**config.mk**
```make
export PLATFORM = sky130hd
export DESIGN_NAME = sysreg_grpcfg_gate
export DESIGN_NICKNAME = d
export VERILOG_FILES = /design/src/rtl/sysreg_grpcfg_pkg.sv /design/src/rtl/grpcfg_enc_match.sv /design/src/rtl/grpcfg_priv_chain.sv /design/src/rtl/grpcfg_word_store.sv /design/src/rtl/sysreg_grpcfg_gate.sv
export SDC_FILE = /design/constraint.sdc
export NUM_CORES = 1
export LEC_CHECK = 0
export BUFFER_PORTS_ARGS = -buffer_cell sky130_fd_sc_hd__buf_2
export CORE_MARGIN = 2
export CORE_UTILIZATION = 26
export DETAILED_ROUTE_END_ITERATION = 10
export GPL_TIMING_DRIVEN = 0
export SYNTH_ARGS = -nofsm -noshare
export SYNTH_HDL_FRONTEND = slang
export SYNTH_SLANG_ARGS = --single-unit
```
**constraint.sdc**
```tcl
create_clock -name clk -period 12.2 [get_ports clk]
set_input_delay 0.61 -clock clk [delete_from_list [all_inputs] [get_ports clk]]
set_output_delay 0.61 -clock clk [all_outputs]
set_load 0.02 [all_outputs]
```
**src/rtl/sysreg_grpcfg_pkg.sv**
```systemverilog
package sysreg_grpcfg_pkg;
  typedef enum logic [1:0] {
    RES_OK    = 2'd0,
    RES_UNDEF = 2'd1,
    RES_TRAP2 = 2'd2,
    RES_TRAP3 = 2'd3
  } res_kind_e;

  typedef struct packed {
    logic has_el3;
    logic el2_active;
    logic undef_prio;
    logic undef_not_trap;
    logic el3_unit_en;
    logic el2_unit_en;
    logic fg_trap_impl;
    logic fg_el3_en;
    logic fg_read_allow;
  } gate_ctl_t;

  localparam logic [5:0] TRAP_CLASS = 6'h18;
  localparam int unsigned WORD_W = 64;
endpackage

```
**src/rtl/grpcfg_enc_match.sv**
```systemverilog
module grpcfg_enc_match (
  input  logic [1:0] op0,
  input  logic [2:0] op1,
  input  logic [3:0] crn,
  input  logic [3:0] crm,
  input  logic [2:0] op2,
  output logic       hit,
  output logic       word_sel
);
  always_comb begin
    hit      = (op0 == 2'b10) && (op1 == 3'b000) && (crn == 4'b1001) &&
               (crm == 4'b1101) && (op2[2:1] == 2'b00);
    word_sel = op2[0];
  end
endmodule

```
**src/rtl/grpcfg_priv_chain.sv**
```systemverilog
module grpcfg_priv_chain
  import sysreg_grpcfg_pkg::*;
#(
  parameter int SEL_W = 3
) (
  input  logic [1:0]             lvl,
  input  logic [SEL_W-1:0]       unit,
  input  gate_ctl_t              ctl,
  input  logic [2*(2**SEL_W)-1:0] el2_perm,
  input  logic [2*(2**SEL_W)-1:0] el3_perm,
  output res_kind_e              kind
);
  logic [1:0] f2, f3;
  logic       l3_deny, l2_fg_trap, l2_check;

  always_comb begin
    f2         = el2_perm[{unit, 1'b0} +: 2];
    f3         = el3_perm[{unit, 1'b0} +: 2];
    l3_deny    = !ctl.el3_unit_en || (f3 == 2'b00);
    l2_check   = (lvl == 2'd1) && ctl.el2_active;
    l2_fg_trap = ctl.fg_trap_impl &&
                 ((ctl.has_el3 && !ctl.fg_el3_en) || !ctl.fg_read_allow);
    kind = RES_OK;
    if (lvl == 2'd0)
      kind = RES_UNDEF;
    else if (lvl == 2'd3)
      kind = RES_OK;
    else if (ctl.has_el3 && ctl.undef_prio && l3_deny)
      kind = RES_UNDEF;
    else if (l2_check && (l2_fg_trap || !ctl.el2_unit_en || (f2 == 2'b00)))
      kind = RES_TRAP2;
    else if (ctl.has_el3 && l3_deny)
      kind = ctl.undef_not_trap ? RES_UNDEF : RES_TRAP3;
  end
endmodule

```
**src/rtl/grpcfg_word_store.sv**
```systemverilog
module grpcfg_word_store #(
  parameter int NUM_UNITS = 4,
  parameter int SEL_W     = 3,
  parameter int DATA_W    = 64
) (
  input  logic              clk,
  input  logic              we,
  input  logic [SEL_W-1:0]  wunit,
  input  logic              wreg,
  input  logic [DATA_W-1:0] wdata,
  input  logic [SEL_W-1:0]  runit,
  input  logic              rreg,
  output logic [DATA_W-1:0] rdata
);
  localparam int DEPTH  = 2 * NUM_UNITS;
  localparam int ADDR_W = (DEPTH > 1) ? $clog2(DEPTH) : 1;

  logic [DATA_W-1:0] mem [DEPTH];
  logic [DATA_W-1:0] rd_q;
  logic              oor_q;
  logic              w_in, r_in;
  logic [ADDR_W-1:0] waddr, raddr;

  always_comb begin
    w_in  = int'(wunit) < NUM_UNITS;
    r_in  = int'(runit) < NUM_UNITS;
    waddr = w_in ? ADDR_W'({wunit, wreg}) : '0;
    raddr = r_in ? ADDR_W'({runit, rreg}) : '0;
  end

  always_ff @(posedge clk) begin
    if (we && w_in)
      mem[waddr] <= wdata;
    rd_q  <= mem[raddr];
    oor_q <= !r_in;
  end

  assign rdata = oor_q ? '0 : rd_q;
endmodule

```
**src/rtl/sysreg_grpcfg_gate.sv**
```systemverilog
module sysreg_grpcfg_gate
  import sysreg_grpcfg_pkg::*;
#(
  parameter int NUM_UNITS = 4,
  parameter int SEL_W     = 3,
  localparam int PERM_W   = 2 * (2**SEL_W)
) (
  input  logic              clk,
  input  logic              rst,
  input  logic              cfg_we,
  input  logic [SEL_W-1:0]  cfg_unit,
  input  logic              cfg_reg,
  input  logic [63:0]       cfg_wdata,
  input  logic              acc_valid,
  input  logic [1:0]        acc_op0,
  input  logic [2:0]        acc_op1,
  input  logic [3:0]        acc_crn,
  input  logic [3:0]        acc_crm,
  input  logic [2:0]        acc_op2,
  input  logic [1:0]        acc_lvl,
  input  logic [SEL_W-1:0]  acc_unit,
  input  logic              has_el3,
  input  logic              el2_active,
  input  logic              undef_prio,
  input  logic              undef_not_trap,
  input  logic              el3_unit_en,
  input  logic              el2_unit_en,
  input  logic              fg_trap_impl,
  input  logic              fg_el3_en,
  input  logic              fg_read_allow,
  input  logic [PERM_W-1:0] el2_perm,
  input  logic [PERM_W-1:0] el3_perm,
  output logic              res_valid,
  output logic              res_undef,
  output logic              res_trap_l2,
  output logic              res_trap_l3,
  output logic              res_ok,
  output logic [5:0]        res_class,
  output logic [63:0]       res_data
);
  logic       hit, word_sel, fire;
  gate_ctl_t  ctl;
  res_kind_e  kind;
  logic [63:0] store_q;

  assign ctl = '{has_el3: has_el3, el2_active: el2_active, undef_prio: undef_prio,
                 undef_not_trap: undef_not_trap, el3_unit_en: el3_unit_en,
                 el2_unit_en: el2_unit_en, fg_trap_impl: fg_trap_impl,
                 fg_el3_en: fg_el3_en, fg_read_allow: fg_read_allow};

  grpcfg_enc_match u_match (
    .op0(acc_op0), .op1(acc_op1), .crn(acc_crn), .crm(acc_crm), .op2(acc_op2),
    .hit(hit), .word_sel(word_sel)
  );

  grpcfg_priv_chain #(.SEL_W(SEL_W)) u_chain (
    .lvl(acc_lvl), .unit(acc_unit), .ctl(ctl),
    .el2_perm(el2_perm), .el3_perm(el3_perm), .kind(kind)
  );

  grpcfg_word_store #(.NUM_UNITS(NUM_UNITS), .SEL_W(SEL_W), .DATA_W(WORD_W)) u_store (
    .clk(clk), .we(cfg_we), .wunit(cfg_unit), .wreg(cfg_reg), .wdata(cfg_wdata),
    .runit(acc_unit), .rreg(word_sel), .rdata(store_q)
  );

  assign fire = acc_valid && hit;

  always_ff @(posedge clk) begin
    if (rst) begin
      res_valid   <= 1'b0;
      res_undef   <= 1'b0;
      res_trap_l2 <= 1'b0;
      res_trap_l3 <= 1'b0;
      res_ok      <= 1'b0;
      res_class   <= '0;
    end else begin
      res_valid   <= fire;
      res_undef   <= fire && (kind == RES_UNDEF);
      res_trap_l2 <= fire && (kind == RES_TRAP2);
      res_trap_l3 <= fire && (kind == RES_TRAP3);
      res_ok      <= fire && (kind == RES_OK);
      res_class   <= (fire && (kind == RES_TRAP2 || kind == RES_TRAP3)) ? TRAP_CLASS : '0;
    end
  end

  assign res_data = res_ok ? store_q : '0;

  assert_onehot_R9: assert property (@(posedge clk) disable iff (rst)
    res_valid |-> $onehot({res_undef, res_trap_l2, res_trap_l3, res_ok}));
  assert_idle_R1: assert property (@(posedge clk) disable iff (rst)
    !res_valid |-> ({res_undef, res_trap_l2, res_trap_l3, res_ok} == 4'b0000));
  assert_class_R9: assert property (@(posedge clk) disable iff (rst)
    (res_class != 6'h0) |-> ((res_trap_l2 || res_trap_l3) && res_class == 6'h18));
  assert_nohit_R1: assert property (@(posedge clk) disable iff (rst)
    $past(!rst && !(acc_valid && hit)) |-> !res_valid);
  assert_lvl0_R3: assert property (@(posedge clk) disable iff (rst)
    $past(!rst && acc_valid && hit && acc_lvl == 2'd0) |-> res_undef);
  assert_lvl3_R4: assert property (@(posedge clk) disable iff (rst)
    $past(!rst && acc_valid && hit && acc_lvl == 2'd3) |-> res_ok);
  assert_oor_zero_R10: assert property (@(posedge clk) disable iff (rst)
    $past(!rst && int'(acc_unit) >= NUM_UNITS) |-> (res_data == 64'h0));
endmodule

```
== Word level (Yosys, flattened, before mapping) ==
Memories as Yosys holds them, arrays and structs flattened. A register that Yosys moved wholly into a read port is not among the register bits.
Index checks and enable logic that the tools add are counted.

* Bits in writable memories: 512
* Output and inout bits: 75
* Memories kept: 1
* Word-level logic and storage cells: 67
* Register bits: 12
* Bits of input ports: 134

* Eq/ne operators: 8
* Reductions and logical operators: 34
* Magnitude comparators: 2
* Multiplexer cells: 13
* Shift-type cells: 2

{| class="wikitable"
|+ Memories
! memory !! words !! width !! read ports !! clocked after Yosys merged registers in !! write ports !! line !! source
|-
| u_store.mem || 8 || 64 || 1 || 1 || 1 || grpcfg_word_store.sv:18 || <nowiki>logic [DATA_W-1:0] mem [DEPTH];</nowiki>
|}

{| class="wikitable"
|+ Operators by type and width
! cell !! number
|-
| two-way mux 64 bit || 2
|-
| indexed part select 16 x 5 -> 2 bit || 2
|-
| logical AND 1 bit || 18
|-
| two-way mux 2 bit || 6
|-
| zero test 2 bit || 5
|-
| == test 2 bit, second input constant || 4
|-
| == test 4 bit, second input constant || 2
|-
| less-than comparator 3 bit, second input constant || 2
|-
| two-way mux 3 bit || 2
|-
| zero test 1 bit || 5
|-
| logical OR 1 bit || 5
|-
| two-way mux 5 bit || 1
|-
| == test 2 x 1 -> 1 bit, second input constant || 2
|-
| zero test 3 bit || 1
|-
| two-way mux 1 bit || 2
|}

== Depth between registers and ports, before layout ==
* Depth after elaboration: 15
* Gate-level depth with buffers: 8

== Cells and area by module ==
A second synthesis with hierarchy kept.

* Cells, all modules: 1,332
* Area total of the unflattened synthesis: 23,027.1 um2

{| class="wikitable"
|+ Modules (own cells, without submodules)
! module !! instances !! area each (um2) !! cells each !! sequential area each (um2)
|-
| grpcfg_word_store || 1 || 21,917.3 || 1,190 || 16,676.0
|-
| sysreg_grpcfg_gate || 1 || 719.4 || 88 || 120.1
|-
| grpcfg_priv_chain || 1 || 334.1 || 48 || 0.0
|-
| grpcfg_enc_match || 1 || 56.3 || 6 || 0.0
|}

== Worst setup path after synthesis ==
No wires, ideal clock.

* Path kind: input -> register
* Start: input port cfg_unit[2]
* End: memory u_store.mem[2][0] (enable)
* Path buffers: 0
* Setup slack: 4.660 ns
* Data arrival time: 6.889 ns
* Stages on the path: 1
* Cell sequence: nor4_1

* Word-level cells in the longest chain between the ends: 4

{| class="wikitable"
|+ RTL lines
! element !! line !! source
|-
| start, declared || sysreg_grpcfg_gate.sv:11 || <nowiki>input logic [SEL_W-1:0] cfg_unit,</nowiki>
|-
| less-than comparator 3 bit * || grpcfg_word_store.sv:25 || <nowiki>w_in = int'(wunit) < NUM_UNITS;</nowiki>
|-
| logical AND 1 bit || grpcfg_word_store.sv:32 || <nowiki>if (we && w_in)</nowiki>
|-
| two-way mux 1 bit || grpcfg_word_store.sv:32 ||
|-
| two-way mux 1 bit (implied by the code) || grpcfg_word_store.sv:33 || <nowiki>mem[waddr] <= wdata;</nowiki>
|-
| end, declared || grpcfg_word_store.sv:18 ||
|}

Every way passes the cells marked *; elsewhere a longest branch is shown, timed or not.

== Worst setup path after layout ==
* Start: register res_ok
* End: output port res_data[62]

* Word-level cells in the longest chain between the ends: 1

{| class="wikitable"
|+ RTL lines
! element !! line !! source
|-
| start, declared || sysreg_grpcfg_gate.sv:37 || <nowiki>output logic res_ok,</nowiki>
|-
| start signal, assigned || sysreg_grpcfg_gate.sv:81 || <nowiki>res_ok <= fire && (kind == RES_OK);</nowiki>
|-
| two-way mux 64 bit || sysreg_grpcfg_gate.sv:86 || <nowiki>assign res_data = res_ok ? store_q : '0;</nowiki>
|-
| end, declared || sysreg_grpcfg_gate.sv:39 || <nowiki>output logic [63:0] res_data</nowiki>
|}

No other way between the ends.

==> key figures <==
Die
  – Core Region: between 80000 and 90000 um^2
  – Die H: slightly below 300 um
  – Row cnt: 105
  – Die area: 85000 um^2
  – Die X: a little under 300 um
  – Top Ports: 209
  – Initial cell density of the core: 0.2622

Synthesis
  – Synth top area cells: edfxtp_1, mux4_2, dfxtp_1
  – Mapped Cells: a little under 1000
  – Post-synth top cells: edfxtp_1, mux4_2, dfxtp_1, and2_1, mux2_2
  – Post-synthesis cell area: between 20000 and 25000 um^2
  – Post-Synthesis Mean Instance Area: about 22 um^2
  – Most common cell in the netlist: edfxtp_1
  – Post-synthesis sequential area ratio: 0.7813
  – Cell variety after synth: 43
  – Top cell type's share of synthesized area: 0.7152
  – Number of synthesized flops with an enable pin: between 500 and 600
  – Largest area contributor in the netlist: edfxtp_1
  – Ys flop type: edfxtp_1
  – Post-synth ARST share: 0
  – Yosys reg bits: between 500 and 600
  – YS warnings: 0

Power
  – Lkg Pwr: ~9.1 nW
  – Clock Power Share: 0.452
  – Net switching power: 0.9050 mW
  – Pint: 3.532 mW
  – Final total power: between 4 and 5 mW
  – PwrDens: about 170 nW/um^2
  – Combinational Power Share: 0.044
  – Sw Ratio: 0.2039
  – Maximum VDD drop: 98.61 uV
  – Reg power frac: 0.504

Layout
  – Nets: 1428
  – Layout cells sized above 1: 0.4313
  – Fin util: 0.3268
  – Area Overhead vs Synth: 24.62%

Timing
  – Pin slew with the least headroom to its limit: 1101 ps
  – Final TNS setup: 0 ps
  – Fin crit share: 0.2802
  – Worst slew margin: 0.2659
  – RSZ-0062 raised after global routing: no
  – Final worst slack: 8781 ps
  – Clock Skews: 16.73 ps
  – Max-slew violation count: 0
  – Hold Vio Cnt, Final: 0
  – Tmin final: approximately 3400 ps
  – Setup violators final: 0
  – Max Fclk: 292.5 MHz

Job
  – Max-cap viol count: 0

Worst setup path
  – Worst Path Required: approximately 12000 ps
  – Crit-path slowest cell: clkbuf_1
  – Arrival time of the worst setup path: between 2000 and 3000 ps
  – Cell mode on critical path: clkbuf_1
  – Delay of the slowest critical-path stage: 750 ps
  – Critical path, cell by cell: nor2b_1 -> clkbuf_1 -> clkbuf_1 -> and2_1 -> buf_2
  – Reg2Reg Depth: 2
  – CP endpoint kind: primary output
  – Worst-path fanout max: 11
  – Top delay family on crit path: buffers and inverters
  – CP Class: reg -> out
  – WP buf/inv: 3
  – Worst setup SP type: register
  – WP depth: 5

Routing
  – TritonRoute pass-1 iters: 5
  – DRC viols: 0
  – Final WL: 50.63 mm
  – DRT antenna net count: 0
  – Wire per inst: ~21 um
  – Drt via density: 4.302
  – Via count: about 10000
  – Initial DRC count: 612

Global route
  – Largest net degree at the start of global routing: 25
  – Antenna violations before repair: 11
  – Total GRT Usage: 0.1187
  – First-pass GRT wire length: approximately 73 mm
  – Total gr overflow: 0
  – Vias in the first global route: around 11000

Placement
  – Port Buffer Count: between 200 and 250
  – Post-Place Worst Slack: between 8000 and 9000 ps
  – GP Congestion: roughly 0.84
  – HPWL after DPL: roughly 34 mm

Clocking
  – CTS H-tree depth: 3
  – Worst-Skew Late Latency: 590 ps
  – Post-CTS Setup Bufs: 0
  – Clock slew at reported path FFs: 60 ps
  – Post-CTS Hold Buffers: 0
  – Root Driver: clkbuf_16
  – CTS buffer count: 67
  – CTS tree: yes
  – Post-cts sizing count: 0
  – Clock tree buffer depth: 3
  – TritonCTS Sinks: 583

Worst hold path
  – Min-Delay Path Depth: 1
  – Worst min path class: in -> reg

Status
  – Status: finished, final reports clean
cell type report:
class | instances | area [um^2]
inverters | 5 | 18.77
plain buffers | 47 | 227.7
clock inverters | 32 | 389.1
multi-input cells | 331 | 4516
fillers | 7826 | 55190
clock buffers | 90 | 1834
repair buffers | 259 | 1654
well taps | 1070 | 1339
diodes | 7 | 17.52
flip-flops and latches | 583 | 16800
metrics by stage:
step / instances / instance area [um^2] / hold slack [ps]
finish: 2424 / 26790 / 226.6
global route: 2418 / 26780 / 185.5
global placement: 2240 / 23870 / 663.5
detailed placement: 2295 / 24550 / 670.2
floorplan: 966 / 21510 / 637.7
CTS: 2417 / 26770 / 179.6
path summary, 6_finish.rpt:
kind                            slack (ps)                          from                  endpoint
worst max-delay path                  8780             res_ok$_SDFF_PP0_              res_data[62]
worst min register to register         680  u_store.mem[1][27]$_DFFE_PP_  u_store.rd_q[27]$_DFF_P_
worst max register to register       10920   u_store.mem[6][6]$_DFFE_PP_   u_store.rd_q[6]$_DFF_P_
worst min-delay path                   230                   acc_unit[2]     u_store.oor_q$_DFF_P_
layer usage:
metal	vias up	track usage	wire, um
li1	4640	-	-
met1	5375	0.1522	21480
met3	102	0.03288	3004
met2	293	0.1946	24660
met5	-	0	119
met4	18	0.03847	1362
state kept, by name, summed over array words and instances, names as in the netlist:
| name | flops |
|---|---|
| res_ok | 1 |
| res_trap_l2 | 1 |
| u_store.oor_q | 1 |
| res_valid | 1 |
| res_class | 1 |
| u_store.rd_q | 64 |
| u_store.mem | 512 |
| res_trap_l3 | 1 |
| res_undef | 1 |
worst register-to-register path: cells and delay by family, from the launching register on:
kind / cells / cell delay, ps
muxes: 2 / 780
DFF: 1 / 390
cells in the final DEF (no fill, tap or decap), drive strengths merged, types with 3 or more instances in the layout:
cell type and instances:
a21oi 5, and2 64, buf 285, bufinv 7
clkbuf 111, clkinv 17, clkinvlp 4, conb 4
dfxtp 71, diode 7, edfxtp 512, inv 9
mux2 64, mux4 128, nand2 7, nor2 12
nor3 8, o21ai 3, o311ai 3, or3 3
or3b 3, or4b 3
logic make-up (layout without fill, tap and decap cells):
logic type / count (synthesis) / count (layout) / synth area share
simple gates: 117 / 117 / 0.03347
compound gates: 18 / 18 / 0.005995
mux: 192 / 192 / 0.1676
other cells: 1 / 11 / 0.0001744
flops: 583 / 583 / 0.7813
buf+inv: 52 / 433 / 0.01147
power by group through the flow:
stage                     Sequential, mW  Clock, mW  Combinational (mW)
after floorplan                     2.28          0               0.109
after global placement              2.28          0               0.187
after detailed placement            2.28          0               0.201
after CTS                           2.24       2.06               0.202
after global routing                2.24       2.14               0.213
final                               2.24       2.00               0.195
Power figures use the tool's default switching activity.
